==> config.mk <==
export PLATFORM = sky130hd
export DESIGN_NAME = mdma2d
export DESIGN_NICKNAME = d
export VERILOG_FILES = /design/src/rtl/mdma_pkg.sv /design/src/rtl/mdma_regs.sv /design/src/rtl/mdma_agen.sv /design/src/rtl/mdma_fifo.sv /design/src/rtl/mdma2d.sv
export SDC_FILE = /design/constraint.sdc
export NUM_CORES = 1
export LEC_CHECK = 0
export ABC_AREA = 1
export BUFFER_PORTS_ARGS = -buffer_cell sky130_fd_sc_hd__buf_2
export CAP_MARGIN = 25
export CORE_MARGIN = 2
export CORE_UTILIZATION = 50
export DETAILED_ROUTE_END_ITERATION = 10
export HOLD_SLACK_MARGIN = 0.02
export PLACE_DENSITY = 0.68
export SYNTH_ARGS = -nofsm -noshare
export SYNTH_HDL_FRONTEND = slang
export SYNTH_HIERARCHICAL = 1
export SYNTH_SLANG_ARGS = --single-unit
==> constraint.sdc <==
create_clock -name clk -period 4.2 [get_ports clk]
set_input_delay 0.63 -clock clk [delete_from_list [all_inputs] [get_ports clk]]
set_output_delay 0.63 -clock clk [all_outputs]
set_load 0.02 [all_outputs]
==> src/rtl/mdma_pkg.sv <==
package mdma_pkg;
  parameter int AW = 32;
  parameter int CW = 16;

  typedef enum logic {ST_IDLE, ST_RUN} state_t;

  typedef struct packed {
    logic       irq_en;
    logic       twod;
    logic [1:0] wsize;
    logic       wr_dir;
    logic       en;
  } cfg_t;

  typedef struct packed {
    logic [AW-1:0] start;
    logic [CW-1:0] xcnt;
    logic [CW-1:0] xmod;
    logic [CW-1:0] ycnt;
    logic [CW-1:0] ymod;
    cfg_t          cfg;
    logic          done;
    logic          err;
  } chan_t;

  // a count of zero stands for the full 2^CW elements
  function automatic logic [CW:0] span(input logic [CW-1:0] c);
    return (c == '0) ? {1'b1, {CW{1'b0}}} : {1'b0, c};
  endfunction

  function automatic logic [AW-1:0] stride(input logic [AW-1:0] a, input logic [CW-1:0] m);
    return a + {{(AW-CW){m[CW-1]}}, m};
  endfunction

  function automatic logic fits(input logic [1:0] low, input logic [1:0] ws);
    case (ws)
      2'd0:    return 1'b1;
      2'd1:    return ~low[0];
      2'd2:    return low == 2'b00;
      default: return 1'b0;
    endcase
  endfunction

  function automatic logic [31:0] lane_mask(input logic [1:0] ws);
    case (ws)
      2'd0:    return 32'h0000_00ff;
      2'd1:    return 32'h0000_ffff;
      default: return 32'hffff_ffff;
    endcase
  endfunction

  function automatic logic cfg_bad(input chan_t s, input chan_t d);
    logic [1:0] ws;
    logic       bad;
    ws  = s.cfg.wsize;
    bad = (s.cfg.wsize != d.cfg.wsize) || (ws == 2'd3);
    bad = bad || s.cfg.wr_dir || !d.cfg.wr_dir;
    bad = bad || (s.xcnt != d.xcnt) || (s.cfg.twod != d.cfg.twod);
    bad = bad || (s.cfg.twod && (s.ycnt != d.ycnt));
    bad = bad || !fits(s.start[1:0], ws) || !fits(d.start[1:0], ws);
    bad = bad || !fits(s.xmod[1:0], ws) || !fits(d.xmod[1:0], ws);
    bad = bad || (s.cfg.twod && (!fits(s.ymod[1:0], ws) || !fits(d.ymod[1:0], ws)));
    return bad;
  endfunction
endpackage

==> src/rtl/mdma_regs.sv <==
module mdma_regs
  import mdma_pkg::*;
(
  input  logic              clk,
  input  logic              rst_n,
  input  logic              we,
  input  logic [3:0]        addr,
  input  logic [31:0]       wdata,
  output logic [31:0]       rdata,
  input  logic              busy_i,
  input  logic              hw_done_i,
  input  logic              hw_err_i,
  input  logic              hw_clr_en_i,
  output chan_t [1:0]       ch_o,
  output logic              flush_o
);
  chan_t [1:0] ch_q;
  logic        sel;
  logic [2:0]  idx;

  assign sel  = addr[3];
  assign idx  = addr[2:0];
  assign ch_o = ch_q;

  always_ff @(posedge clk) begin
    if (!rst_n) begin
      ch_q    <= '0;
      flush_o <= 1'b0;
    end else begin
      flush_o <= we && (idx == 3'd5) && wdata[6];
      if (hw_clr_en_i) begin
        ch_q[0].cfg.en <= 1'b0;
        ch_q[1].cfg.en <= 1'b0;
      end
      if (we) begin
        case (idx)
          3'd0: ch_q[sel].start <= wdata[AW-1:0];
          3'd1: ch_q[sel].xcnt  <= wdata[CW-1:0];
          3'd2: ch_q[sel].xmod  <= wdata[CW-1:0];
          3'd3: ch_q[sel].ycnt  <= wdata[CW-1:0];
          3'd4: ch_q[sel].ymod  <= wdata[CW-1:0];
          3'd5: ch_q[sel].cfg   <= cfg_t'(wdata[5:0]);
          3'd6: begin
            if (wdata[0]) ch_q[sel].done <= 1'b0;
            if (wdata[1]) ch_q[sel].err  <= 1'b0;
          end
          default: ;
        endcase
      end
      if (hw_done_i) ch_q[1].done <= 1'b1;
      if (hw_err_i)  ch_q[1].err  <= 1'b1;
    end
  end

  always_comb begin
    case (idx)
      3'd0:    rdata = 32'(ch_q[sel].start);
      3'd1:    rdata = 32'(ch_q[sel].xcnt);
      3'd2:    rdata = 32'(ch_q[sel].xmod);
      3'd3:    rdata = 32'(ch_q[sel].ycnt);
      3'd4:    rdata = 32'(ch_q[sel].ymod);
      3'd5:    rdata = 32'(ch_q[sel].cfg);
      3'd6:    rdata = {29'd0, busy_i, ch_q[sel].err, ch_q[sel].done};
      default: rdata = 32'd0;
    endcase
  end
endmodule

==> src/rtl/mdma_agen.sv <==
module mdma_agen
  import mdma_pkg::*;
(
  input  logic          clk,
  input  logic          rst_n,
  input  logic          load,
  input  logic          clear,
  input  logic          step,
  input  logic [AW-1:0] start_i,
  input  logic [CW-1:0] xcnt_i,
  input  logic [CW-1:0] xmod_i,
  input  logic [CW-1:0] ycnt_i,
  input  logic [CW-1:0] ymod_i,
  input  logic          twod_i,
  output logic [AW-1:0] addr_o,
  output logic          active_o,
  output logic          last_o
);
  logic [AW-1:0] addr_q;
  logic [CW:0]   xleft, yleft, xspan;
  logic [CW-1:0] xmod_q, ymod_q;
  logic          active_q;
  logic          row_end, xfer_end;

  assign row_end  = (xleft == (CW+1)'(1));
  assign xfer_end = row_end && (yleft == (CW+1)'(1));
  assign addr_o   = addr_q;
  assign active_o = active_q;
  assign last_o   = active_q && xfer_end;

  always_ff @(posedge clk) begin
    if (!rst_n) begin
      addr_q   <= '0;
      xleft    <= '0;
      yleft    <= '0;
      xspan    <= '0;
      xmod_q   <= '0;
      ymod_q   <= '0;
      active_q <= 1'b0;
    end else if (clear) begin
      active_q <= 1'b0;
    end else if (load) begin
      addr_q   <= start_i;
      xleft    <= span(xcnt_i);
      xspan    <= span(xcnt_i);
      yleft    <= twod_i ? span(ycnt_i) : (CW+1)'(1);
      xmod_q   <= xmod_i;
      ymod_q   <= ymod_i;
      active_q <= 1'b1;
    end else if (step && active_q) begin
      if (xfer_end) begin
        active_q <= 1'b0;
      end else if (row_end) begin
        yleft  <= yleft - 1'b1;
        xleft  <= xspan;
        addr_q <= stride(addr_q, ymod_q);
      end else begin
        xleft  <= xleft - 1'b1;
        addr_q <= stride(addr_q, xmod_q);
      end
    end
  end

  // a load points the generator at the programmed start
  a_r2_load_start: assert property (@(posedge clk) disable iff (!rst_n)
    (load && !clear) |=> (addr_o == $past(start_i)) && active_o);

  // the row-end step replaces the row step after the last element of a row
  a_r4_row_advance: assert property (@(posedge clk) disable iff (!rst_n)
    (step && active_q && row_end && !xfer_end && !clear && !load)
      |=> addr_o == $past(addr_o) + AW'(signed'($past(ymod_q))));
endmodule

==> src/rtl/mdma_fifo.sv <==
module mdma_fifo #(
  parameter int DEPTH = 4,
  parameter int W     = 32,
  localparam int PW   = (DEPTH > 1) ? $clog2(DEPTH) : 1,
  localparam int NW   = $clog2(DEPTH + 1)
) (
  input  logic          clk,
  input  logic          rst_n,
  input  logic          clr,
  input  logic          push,
  input  logic [W-1:0]  din,
  input  logic          pop,
  output logic [W-1:0]  dout,
  output logic          empty,
  output logic [NW-1:0] count
);
  logic [W-1:0]  store [DEPTH];
  logic [PW-1:0] wp, rp;
  logic [NW-1:0] cnt_q;

  function automatic logic [PW-1:0] bump(input logic [PW-1:0] p);
    return (p == PW'(DEPTH - 1)) ? '0 : p + 1'b1;
  endfunction

  assign dout  = store[rp];
  assign empty = (cnt_q == '0);
  assign count = cnt_q;

  always_ff @(posedge clk) begin
    if (!rst_n || clr) begin
      wp    <= '0;
      rp    <= '0;
      cnt_q <= '0;
    end else begin
      if (push) begin
        store[wp] <= din;
        wp        <= bump(wp);
      end
      if (pop) rp <= bump(rp);
      if (push && !pop)      cnt_q <= cnt_q + 1'b1;
      else if (pop && !push) cnt_q <= cnt_q - 1'b1;
    end
  end

  // the read credit keeps the buffer from overflowing or underflowing
  a_r2_fifo_no_overflow: assert property (@(posedge clk) disable iff (!rst_n)
    (push && !clr) |-> (cnt_q < NW'(DEPTH)) || pop);
  a_r2_fifo_no_underflow: assert property (@(posedge clk) disable iff (!rst_n)
    (pop && !clr) |-> !empty);
endmodule

==> src/rtl/mdma2d.sv <==
module mdma2d
  import mdma_pkg::*;
#(
  parameter int FIFO_DEPTH = 4,
  localparam int NW = $clog2(FIFO_DEPTH + 1)
) (
  input  logic          clk,
  input  logic          rst_n,
  input  logic          reg_we,
  input  logic [3:0]    reg_addr,
  input  logic [31:0]   reg_wdata,
  output logic [31:0]   reg_rdata,
  output logic          rd_en,
  output logic [AW-1:0] rd_addr,
  output logic [1:0]    rd_size,
  input  logic [31:0]   rd_data,
  output logic          wr_en,
  output logic [AW-1:0] wr_addr,
  output logic [1:0]    wr_size,
  output logic [31:0]   wr_data,
  output logic          irq
);
  chan_t [1:0]   ch;
  state_t        state_q;
  logic          flush_q, both_en, kill, start_req, bad, start_ok, start_err, fin;
  logic          rd_pend, push, busy;
  logic [1:0]    ws_q;
  logic [31:0]   fifo_dout;
  logic          fifo_empty;
  logic [NW-1:0] fifo_cnt;
  logic [AW-1:0] agen_addr [2];
  logic          agen_act  [2];
  logic          agen_last [2];
  logic          agen_step [2];

  assign busy      = (state_q == ST_RUN);
  assign both_en   = ch[0].cfg.en && ch[1].cfg.en;
  assign kill      = flush_q || !both_en;
  assign start_req = (state_q == ST_IDLE) && both_en && !flush_q;
  assign bad       = cfg_bad(ch[0], ch[1]);
  assign start_ok  = start_req && !bad;
  assign start_err = start_req && bad;

  mdma_regs u_regs (
    .clk(clk), .rst_n(rst_n), .we(reg_we), .addr(reg_addr), .wdata(reg_wdata),
    .rdata(reg_rdata), .busy_i(busy), .hw_done_i(fin), .hw_err_i(start_err),
    .hw_clr_en_i(fin || start_err), .ch_o(ch), .flush_o(flush_q)
  );

  for (genvar g = 0; g < 2; g++) begin : g_side
    mdma_agen u_agen (
      .clk(clk), .rst_n(rst_n), .load(start_ok), .clear(kill), .step(agen_step[g]),
      .start_i(ch[g].start), .xcnt_i(ch[g].xcnt), .xmod_i(ch[g].xmod),
      .ycnt_i(ch[g].ycnt), .ymod_i(ch[g].ymod), .twod_i(ch[g].cfg.twod),
      .addr_o(agen_addr[g]), .active_o(agen_act[g]), .last_o(agen_last[g])
    );
  end

  // read credit: buffered plus outstanding elements stay below the depth
  assign rd_en = busy && !kill && agen_act[0] &&
                 ((32'(fifo_cnt) + 32'(rd_pend)) < 32'(FIFO_DEPTH));
  assign wr_en = busy && !kill && agen_act[1] && !fifo_empty;
  assign agen_step[0] = rd_en;
  assign agen_step[1] = wr_en;
  assign fin     = wr_en && agen_last[1];
  assign push    = rd_pend && busy && !kill;
  assign rd_addr = agen_addr[0];
  assign wr_addr = agen_addr[1];
  assign rd_size = ws_q;
  assign wr_size = ws_q;
  assign wr_data = fifo_dout;
  assign irq     = ch[1].done && ch[1].cfg.irq_en;

  mdma_fifo #(.DEPTH(FIFO_DEPTH), .W(32)) u_fifo (
    .clk(clk), .rst_n(rst_n), .clr(kill), .push(push),
    .din(rd_data & lane_mask(ws_q)), .pop(wr_en),
    .dout(fifo_dout), .empty(fifo_empty), .count(fifo_cnt)
  );

  always_ff @(posedge clk) begin
    if (!rst_n) begin
      state_q <= ST_IDLE;
      rd_pend <= 1'b0;
      ws_q    <= 2'd0;
    end else begin
      rd_pend <= rd_en;
      if (start_ok) ws_q <= ch[0].cfg.wsize;
      case (state_q)
        ST_IDLE: if (start_ok) state_q <= ST_RUN;
        ST_RUN:  if (kill || fin) state_q <= ST_IDLE;
        default: state_q <= ST_IDLE;
      endcase
    end
  end

  // the final write sets done and ends the run
  a_r6_done_on_last: assert property (@(posedge clk) disable iff (!rst_n)
    fin |=> ch[1].done && !busy && !ch[1].cfg.en);
  // a rejected start produces no memory traffic
  a_r8_err_quiet: assert property (@(posedge clk) disable iff (!rst_n)
    start_err |=> !rd_en && !wr_en && ch[1].err);
  // dropping an enable silences both ports
  a_r9_stop_quiet: assert property (@(posedge clk) disable iff (!rst_n)
    (busy && !both_en) |=> !rd_en && !wr_en);
  // the read side never runs past its last element
  a_r2_src_stops: assert property (@(posedge clk) disable iff (!rst_n)
    (rd_en && agen_last[0]) |=> !agen_act[0]);
endmodule

* Word-level counts from Yosys, hierarchy flattened
Memory sizes are Yosys's and may differ from the RTL's. A register that Yosys moved wholly into a read port is not among the register bits. Cells that the tools add are included.
Word-level totals: logic and storage cells 283, bits in writable memories 128, output and inout port bits 135, bits in registers 452, bits of input ports 71, memories 1
Memories:
- u_fifo.store | words 4, width 32, rd ports 1, clocked after memory_dff 1, wr ports 1, RTL line mdma_fifo.sv:17 | logic [W-1:0] store [DEPTH];
Operators by class: magnitude comparators 3, bitwise logic cells 10, reductions and logical operators 94, equal/unequal tests 22, add/sub/neg operators 13, muxes and demuxes 95
Operator list (number):
- $bwmux 208 | 8
- $pmux 208 s7 | 1
- $mux 208 | 5
- $demux 104 s1 | 8
- $mux 17 | 22
- $mux 104 | 3
- $mux 32 | 8
- $pmux 32 s7 | 1
- $add 32x32->32 | 4
- $mux 107 | 1
- $mux 72 | 1
- $eq 17x1->1 const B | 4
- $sub 17x1->17 const B | 4
- $logic_not 16->1 | 4
- $pmux 32 s2 | 1
- $mux 56 | 1
- $mux 40 | 1
- $and 32x32->32 | 1
- $ne 16x16->1 | 2
- $logic_and 1x1->1 | 26
- $mux 24 | 1
- $mux 1 | 18
- $pmux 1 s3 | 6
- $reduce_bool 2->1 | 9
- 31 further kinds | 97

* Longest topological paths before layout
Gate-level depths: netlist (run 1).
word-level depth 26, mapped depth 23, mapped depth without buffers 22

* Cells and area by module
The synthesis (run 1) kept the hierarchy.
By module, submodules not included:
- mdma_regs | instances 1, area each 10453.8 um2, cells an instance 1576, seq. area each 4184.0 um2
- mdma_agen at g_side[1].u_agen | instances 1, area each 8287.9 um2, cells an instance 1380, seq. area each 2322.2 um2
- mdma_agen at g_side[0].u_agen | instances 1, area each 8247.9 um2, cells an instance 1380, seq. area each 2322.2 um2
- mdma_fifo | instances 1, area each 5241.3 um2, cells an instance 370, seq. area each 4023.9 um2
- mdma2d | instances 1, area each 1231.2 um2, cells an instance 285, seq. area each 80.1 um2

* Least setup slack after synthesis (run 1)
No wires, ideal clock.
path type flip-flop to flip-flop, start point register g_side[0].u_agen.xleft[1], end point register g_side[0].u_agen.addr_q[16], arrival time 2.844 ns, slack 1.224 ns, buffers on the path 2, clock period less this slack 2.976 ns, cell stages (with the launch flop) 22, data required time 4.068 ns, setup time 0.132 ns, cell sequence dfxtp_1 > inv_1 > ha_1 > nand3_1 > nor2_1 > nand2_2 > buf_2 > buf_1 > nand2_1 > nand2_1 > ha_1 > inv_1 > fa_1 > inv_1 > nand3_1 > nand3_1 > nand2_1 > a21oi_1 > nor2_1 > and2_1 > o21ai_1 > a21oi_1
Between the ends: longest elaborated chain between the ends 5, elaborated cells on any way between the ends 8, classes of those cells eq/ne: 2; mux: 4; reduce/logical: 2
RTL lines:
- start, declared | RTL line mdma_agen.sv:20 | logic [CW:0] xleft, yleft, xspan;
- start signal, assigned | RTL line mdma_agen.sv:44 | xleft <= span(xcnt_i);
- start signal, assigned | RTL line mdma_agen.sv:55 | xleft <= xspan;
- start signal, assigned | RTL line mdma_agen.sv:58 | xleft <= xleft - 1'b1;
- $eq 17x1->1 (*) | RTL line mdma_agen.sv:25 | assign row_end = (xleft == (CW+1)'(1));
- $mux 32 | RTL line mdma_agen.sv:53 | end else if (row_end) begin
- $mux 32 | RTL line mdma_agen.sv:51 | if (xfer_end) begin
- $mux 32 | RTL line mdma_agen.sv:50 | end else if (step && active_q) begin
- $mux 32 | RTL line mdma_agen.sv:42 | end else if (load) begin
- end signal, assigned | RTL line mdma_agen.sv:43 | addr_q <= start_i;
- end signal, assigned | RTL line mdma_agen.sv:56 | addr_q <= stride(addr_q, ymod_q);
- end signal, assigned | RTL line mdma_agen.sv:59 | addr_q <= stride(addr_q, xmod_q);
- end, declared | RTL line mdma_agen.sv:19 | logic [AW-1:0] addr_q;
Mark *: on every way between the ends. The rest lies on a longest branch, timed or not. The select of a mux whose other input is x is not followed. A chain may end at the register's enable or synchronous reset.

* Worst setup path in the final report (run 1)
start point register g_side[0].u_agen.xleft[6], end point register g_side[0].u_agen.addr_q[29]
Same word-level chain as after synthesis.

==> results.sh, run 1 <==
export IMPL_crit_arrival_ns=4.02
export IMPL_synth_nets=5143
export IMPL_grt_overflow_total=0
export IMPL_most_common_layout_cells="1099 x nand2_1, 776 x nor2_1, 592 x inv_1"
export IMPL_top_layer="met4"
export IMPL_cts_setup_buffers=0
export IMPL_grt_max_degree=179
export IMPL_synth_area_per_cell_um2=6.71
export IMPL_cts_root_buf="clkbuf_16"
export IMPL_wl_per_cell_um=19.8
export IMPL_groute_usage_overall=0.334
export IMPL_place_area_um2=34900
export IMPL_antenna_left=0
export IMPL_tns_ns=0
export IMPL_finalHoldViolCount=0
export IMPL_clock_sinks=582
export IMPL_grt_pass1_vias=30800
export IMPL_core_area_um2=66000
export IMPL_hold_class="input pin to flip-flop"
export IMPL_drt_pass1_iter_count=7
export IMPL_viasPerCell=5.59
export IMPL_cp_required_ns=4.65
export IMPL_worstPathCellList="nor2_2 -> nand2_1 -> nor2_1 -> nand2_2 -> nand2_1 -> nand2_1 -> ha_1 -> nand2_1 -> inv_1 -> a21oi_1 -> nand2_1 -> a21oi_1 -> nand2_1 -> nand2_1 -> nand3_1 -> nand2_1 -> a21oi_1"
export IMPL_grt_pass1_wl_um=180000
export IMPL_clock_fmax_mhz=280
export IMPL_routed_wl_met3_um=11600
export IMPL_final_core_util=0.563
export IMPL_ys_warn_count=6
export IMPL_cp_num_buf_inv=1
export IMPL_max_slew_margin_rel=0.294
export IMPL_clk_pin_slew_ns=0.06
export IMPL_vdd_drop_max_mv=0.273
export IMPL_insertion_delay_ns=0.61
export IMPL_final_max_slew_viol_count=0
export IMPL_endpoint_kind="flip-flop"
export IMPL_gp_congestion=1.02
export IMPL_grt_setup_unrepaired="false"
export IMPL_dpl_cell_count=5886
export IMPL_dieArea_um2=69000
export IMPL_max_cap_viol_count=0
export IMPL_layout_drive_gt1_share=0.0943
export IMPL_skew_ns=0.0314
export IMPL_power_density_nw_per_um2=332
export IMPL_place_port_buffers=205
export IMPL_cts_made_buffers=67
export IMPL_setup_viol=0
export IMPL_fin_cells=6011
export IMPL_post_route_cell_area_um2=37100
export IMPL_ioPinCount=206
export IMPL_cts_resized=0
export IMPL_cts_tree="built"
export IMPL_wl_met2_um=52300
export IMPL_final_common_cell="nand2_1"
export IMPL_critical_path_top_delay_family="simple AND/OR/NAND/NOR gates"
export IMPL_crit_type="flip-flop to flip-flop"
export IMPL_drc=0
export IMPL_leakagePower_nw=17.3
export IMPL_timing_final_crit_share=0.850
export IMPL_syn_area_um2=33500
export IMPL_wl_met1_um=49800
export IMPL_crit_top_cell="nand2_1"
export IMPL_finalCriticalPeriod_ns=3.57
export IMPL_status="finished clean"
export IMPL_floorplan_initialDensity=0.507
export IMPL_dp_hpwl_um=85900
export IMPL_die_width_um=263
export IMPL_holdWs_ns=0.243
export IMPL_syn2layout_area_growth_pct=11.0
export IMPL_max_stage_delay_ns=0.55
export IMPL_dieHeight_um=263
export IMPL_crit_path_top_delay_cell="ha_1"
export IMPL_routed_wl_um=119000
export IMPL_worst_slew_pin_slew_ns=1.06
export IMPL_htree_levels=3
export IMPL_clock_path_buffers=3
export IMPL_nNetsFinal=5245
export IMPL_antenna_found_initial=1
export IMPL_drtIter0Drc=4074
export IMPL_num_rows=94
export IMPL_synth_cells=4989
export IMPL_crit_path_start_kind="flip-flop"
export IMPL_ctsHoldBuffers=0
export IMPL_critPathMaxFanout=17
export IMPL_vias=33600
[power by group]
group | leakage, nW | total (W) | internal (W) | switching, W
Sequential | 4.91 | 0.00577 | 0.00573 | 0.0000418
Clock | 1.07 | 0.00591 | 0.00349 | 0.00242
Combinational | 11.3 | 0.000669 | 0.000166 | 0.000503
Total | 17.3 | 0.0123 | 0.00938 | 0.00296
[registers in the layout, summed over array words and instances (netlist names), 3 cells and up, named ones only]
register and flops:
g_side.u_agen/yleft 34, g_side.u_agen/xspan 34, u_fifo/count 3, u_regs/ch_o 208, g_side.u_agen/xleft 34, g_side.u_agen/addr_o 64, g_side.u_agen/ymod_q 32, g_side.u_agen/xmod_q 32
u_fifo/store 128
[worst register-to-register path, cell delays in order (launching register included)]
cell     delay (ns)
dfxtp_1        0.35
nor2_2         0.21
nand2_1        0.14
nor2_1         0.21
nand2_2        0.25
nand2_1        0.18
nand2_1        0.43
ha_1           0.56
nand2_1        0.14
inv_1          0.05
a21oi_1        0.22
nand2_1        0.14
a21oi_1        0.19
nand2_1        0.08
nand2_1        0.05
nand3_1        0.07
nand2_1        0.10
a21oi_1        0.05
[stage by stage]
stage | setup slack, ns | total power (W)
after floorplan | 1.22 | 0.00625
after global placement | 0.661 | 0.00652
after detailed placement | 0.719 | 0.00652
after CTS | 0.682 | 0.0124
after global routing | 0.219 | 0.0127
final | 0.630 | 0.0123
[final cells by class]
class / instances / area, um2
well taps: 864 / 1080
clock buffers: 97 / 1960
fillers: 6528 / 28900
inverters: 621 / 2360
diodes: 6 / 15.0
flip-flops and latches: 582 / 12900
repair buffers: 273 / 1590
clock inverters: 22 / 228
multi-input cells: 3546 / 17000
[worst paths after layout]
check,startpoint,end,slack [ns],depth (start not counted)
worst max-delay path,g_side[0].u_agen/xleft[6],g_side[0].u_agen/addr_o[29],0.63,17
worst min-delay path,rd_data[1],u_fifo/store[1][1],0.24,1
worst max register to register,g_side[0].u_agen/xleft[6],g_side[0].u_agen/addr_o[29],0.63,17
worst min register to register,u_regs/ch_o[1],u_regs/ch_o[1],0.45,2
[metal layers]
layer	global-route usage	vias up
met5	0	-
met4	0.153	0
met3	0.0627	295
met2	0.522	1561
met1	0.448	15300
li1	-	16400
(Power assumes the default switching activity.)
==> run 2, diff against run 1 <==
Clock period 4.2 ns to 3.5 ns, I/O delays scaled along.
==> results.sh, run 2 (synthesis results as in run 1) <==
export IMPL_status="finished clean"
export IMPL_endpoint_kind="flip-flop"
export IMPL_largest_reg_flops=208
export IMPL_wl_per_cell_um=20.1
export IMPL_setup_viol=0
export IMPL_most_common_layout_cells="1094 x nand2_1, 772 x nor2_1, 592 x inv_1"
export IMPL_crit_path_start_kind="flip-flop"
export IMPL_critPathMaxFanout=29
export IMPL_hold_class="input pin to flip-flop"
export IMPL_drt_pass1_iter_count=6
export IMPL_ioPinCount=206
export IMPL_cts_tree="built"
export IMPL_vias=33700
export IMPL_clock_sinks=582
export IMPL_worst_r2r_startpoint="g_side[1].u_agen/xleft[1]"
export IMPL_drtIter0Drc=3953
export IMPL_worstPathCellList="inv_1 -> ha_1 -> nand3_1 -> nor2_2 -> nand2_2 -> buf_6 -> nand2_1 -> nand2_1 -> ha_4 -> nand2_1 -> nor2_1 -> and2_1 -> nand2_1 -> nand2_1 -> nand2_1 -> nand3_1 -> nand3_1 -> nand2_1 -> a21oi_1"
export IMPL_antenna_left=0
export IMPL_post_route_cell_area_um2=37900
export IMPL_num_rows=94
export IMPL_cts_root_buf="clkbuf_16"
export IMPL_cp_required_ns=3.95
export IMPL_htree_levels=3
export IMPL_min_from="rd_data[2]"
export IMPL_grt_util_met3=0.0779
export IMPL_gp_congestion=1.01
export IMPL_syn2layout_area_growth_pct=13.2
export IMPL_reg2reg_depth=19
export IMPL_clock_path_buffers=3
export IMPL_crit_top_cell="nand2_1"
export IMPL_antenna_found_initial=8
export IMPL_seq_area_um2=12900
export IMPL_max_stage_delay_ns=0.39
export IMPL_dieArea_um2=69000
export IMPL_dpl_cell_count=5941
export IMPL_routed_wl_um=122000
export IMPL_nNetsFinal=5302
export IMPL_crit_arrival_ns=3.70
export IMPL_vdd_drop_max_mv=0.355
export IMPL_ctsHoldBuffers=0
export IMPL_r2r_slack_ns=0.25
export IMPL_max_slew_margin_rel=0.248
export IMPL_final_common_cell="nand2_1"
export IMPL_timing_final_crit_share=0.928
export IMPL_busiest_layer="met2"
export IMPL_clock_fmax_mhz=308
export IMPL_floorplan_initialDensity=0.507
export IMPL_insertion_delay_ns=0.61
export IMPL_grt_overflow_total=0
export IMPL_cp_num_buf_inv=2
export IMPL_worst_slew_pin_slew_ns=1.13
export IMPL_die_width_um=263
export IMPL_met2_usage=0.539
export IMPL_finalCriticalPeriod_ns=3.25
export IMPL_setup_slack_ns=0.251
export IMPL_place_area_um2=35400
export IMPL_layout_drive_gt1_share=0.108
export IMPL_hold_depth=1
export IMPL_finalHoldViolCount=0
export IMPL_dieHeight_um=263
export IMPL_tns_ns=0
export IMPL_place_port_buffers=205
export IMPL_grt_use_met1=0.453
export IMPL_drc=0
export IMPL_clk_pin_slew_ns=0.06
export IMPL_r2r_end="g_side[1].u_agen/addr_o[29]"
export IMPL_crit_type="flip-flop to flip-flop"
export IMPL_grt_pass1_vias=30800
export IMPL_groute_usage_overall=0.343
export IMPL_core_area_um2=66000
export IMPL_power_density_nw_per_um2=404
export IMPL_critical_path_top_delay_family="simple AND/OR/NAND/NOR gates"
export IMPL_multi_input_area_um2=17000
export IMPL_max_cap_viol_count=0
export IMPL_skew_ns=0.0190
export IMPL_viasPerCell=5.55
export IMPL_holdWs_ns=0.134
export IMPL_leakagePower_nw=17.7
export IMPL_dp_hpwl_um=89300
export IMPL_post_place_ws_ns=0.189
export IMPL_cts_made_buffers=68
export IMPL_grt_pass1_wl_um=183000
export IMPL_worst_hold_path_endpoint="u_fifo/store[3][2]"
export IMPL_grt_max_degree=199
export IMPL_nFillCells=6391
export IMPL_crit_path_top_delay_cell="ha_4"
export IMPL_fin_cells=6066
export IMPL_final_max_slew_viol_count=0
-- run 2: cell count changes in the layout (fill, tap and decap cells not counted), moves of 3 or more --
cell        change
diode_2         -4
buf_4          +46
nor2_2          +4
clkinv_4        +3
clkinv_8        +3
clkinvlp_2      +3
bufinv_16       +5
nand2_2         +5
nor2_1          -4
buf_12          +9
clkbuf_8        -9
clkbuf_16       +3
clkbuf_1        -4
nand2_1         -5
-- run 2: layout make-up --
cell class / count / share of cell area
diodes: 2 / 0.000132
clock inverters: 35 / 0.0120
repair buffers: 329 / 0.0561
multi-input cells: 3546 / 0.449
clock buffers: 87 / 0.0501
inverters: 621 / 0.0625
flip-flops and latches: 582 / 0.342
well taps: 864 / 0.0285
-- run 2: metal layers --
layer	wire length, um	vias up
met2	54200	1451
met1	51000	15400
met5	80	-
met3	11400	258
met4	5150	12
li1	-	16500
-- run 2: timing repair --
action,in CTS,in global routing
setup buffers,0,1
resized for setup,0,13
setup endpoints to repair,0,26
endpoints found under the hold margin,0,0
-- run 2: worst max path at each step --
stage	start	endpoint	slack, ns	cells past startpoint
finish	g_side[1].u_agen/xleft[1]	g_side[1].u_agen/addr_o[29]	0.25	19
global route	g_side[0].u_agen/xleft[6]	g_side[0].u_agen/addr_o[30]	-0.001	19
CTS	g_side[0].u_agen/xleft[8]	g_side[0].u_agen/addr_o[28]	0.17	20
detailed placement	g_side[0].u_agen/xleft[10]	g_side[0].u_agen/addr_o[28]	0.19	20
global placement	g_side[0].u_agen/xleft[1]	g_side[0].u_agen/addr_o[28]	0.23	21
floorplan	g_side[0].u_agen/xleft[1]	g_side[0].u_agen/addr_o[16]	0.52	21
-- run 2: power by group --
group	internal [W]	switching, W	total (W)	leakage (nW)
sequential	0.00687	0.0000456	0.00692	4.91
clock	0.00452	0.00302	0.00755	1.14
combinational	0.000222	0.000623	0.000845	11.6
-- run 2: per-stage QoR --
stage | total power, W | util
floorplan | 0.00750 | -
global route | 0.0157 | 0.574
finish | 0.0153 | 0.574
CTS | 0.0153 | 0.573
detailed placement | 0.00787 | 0.537
global placement | 0.00787 | 0.537
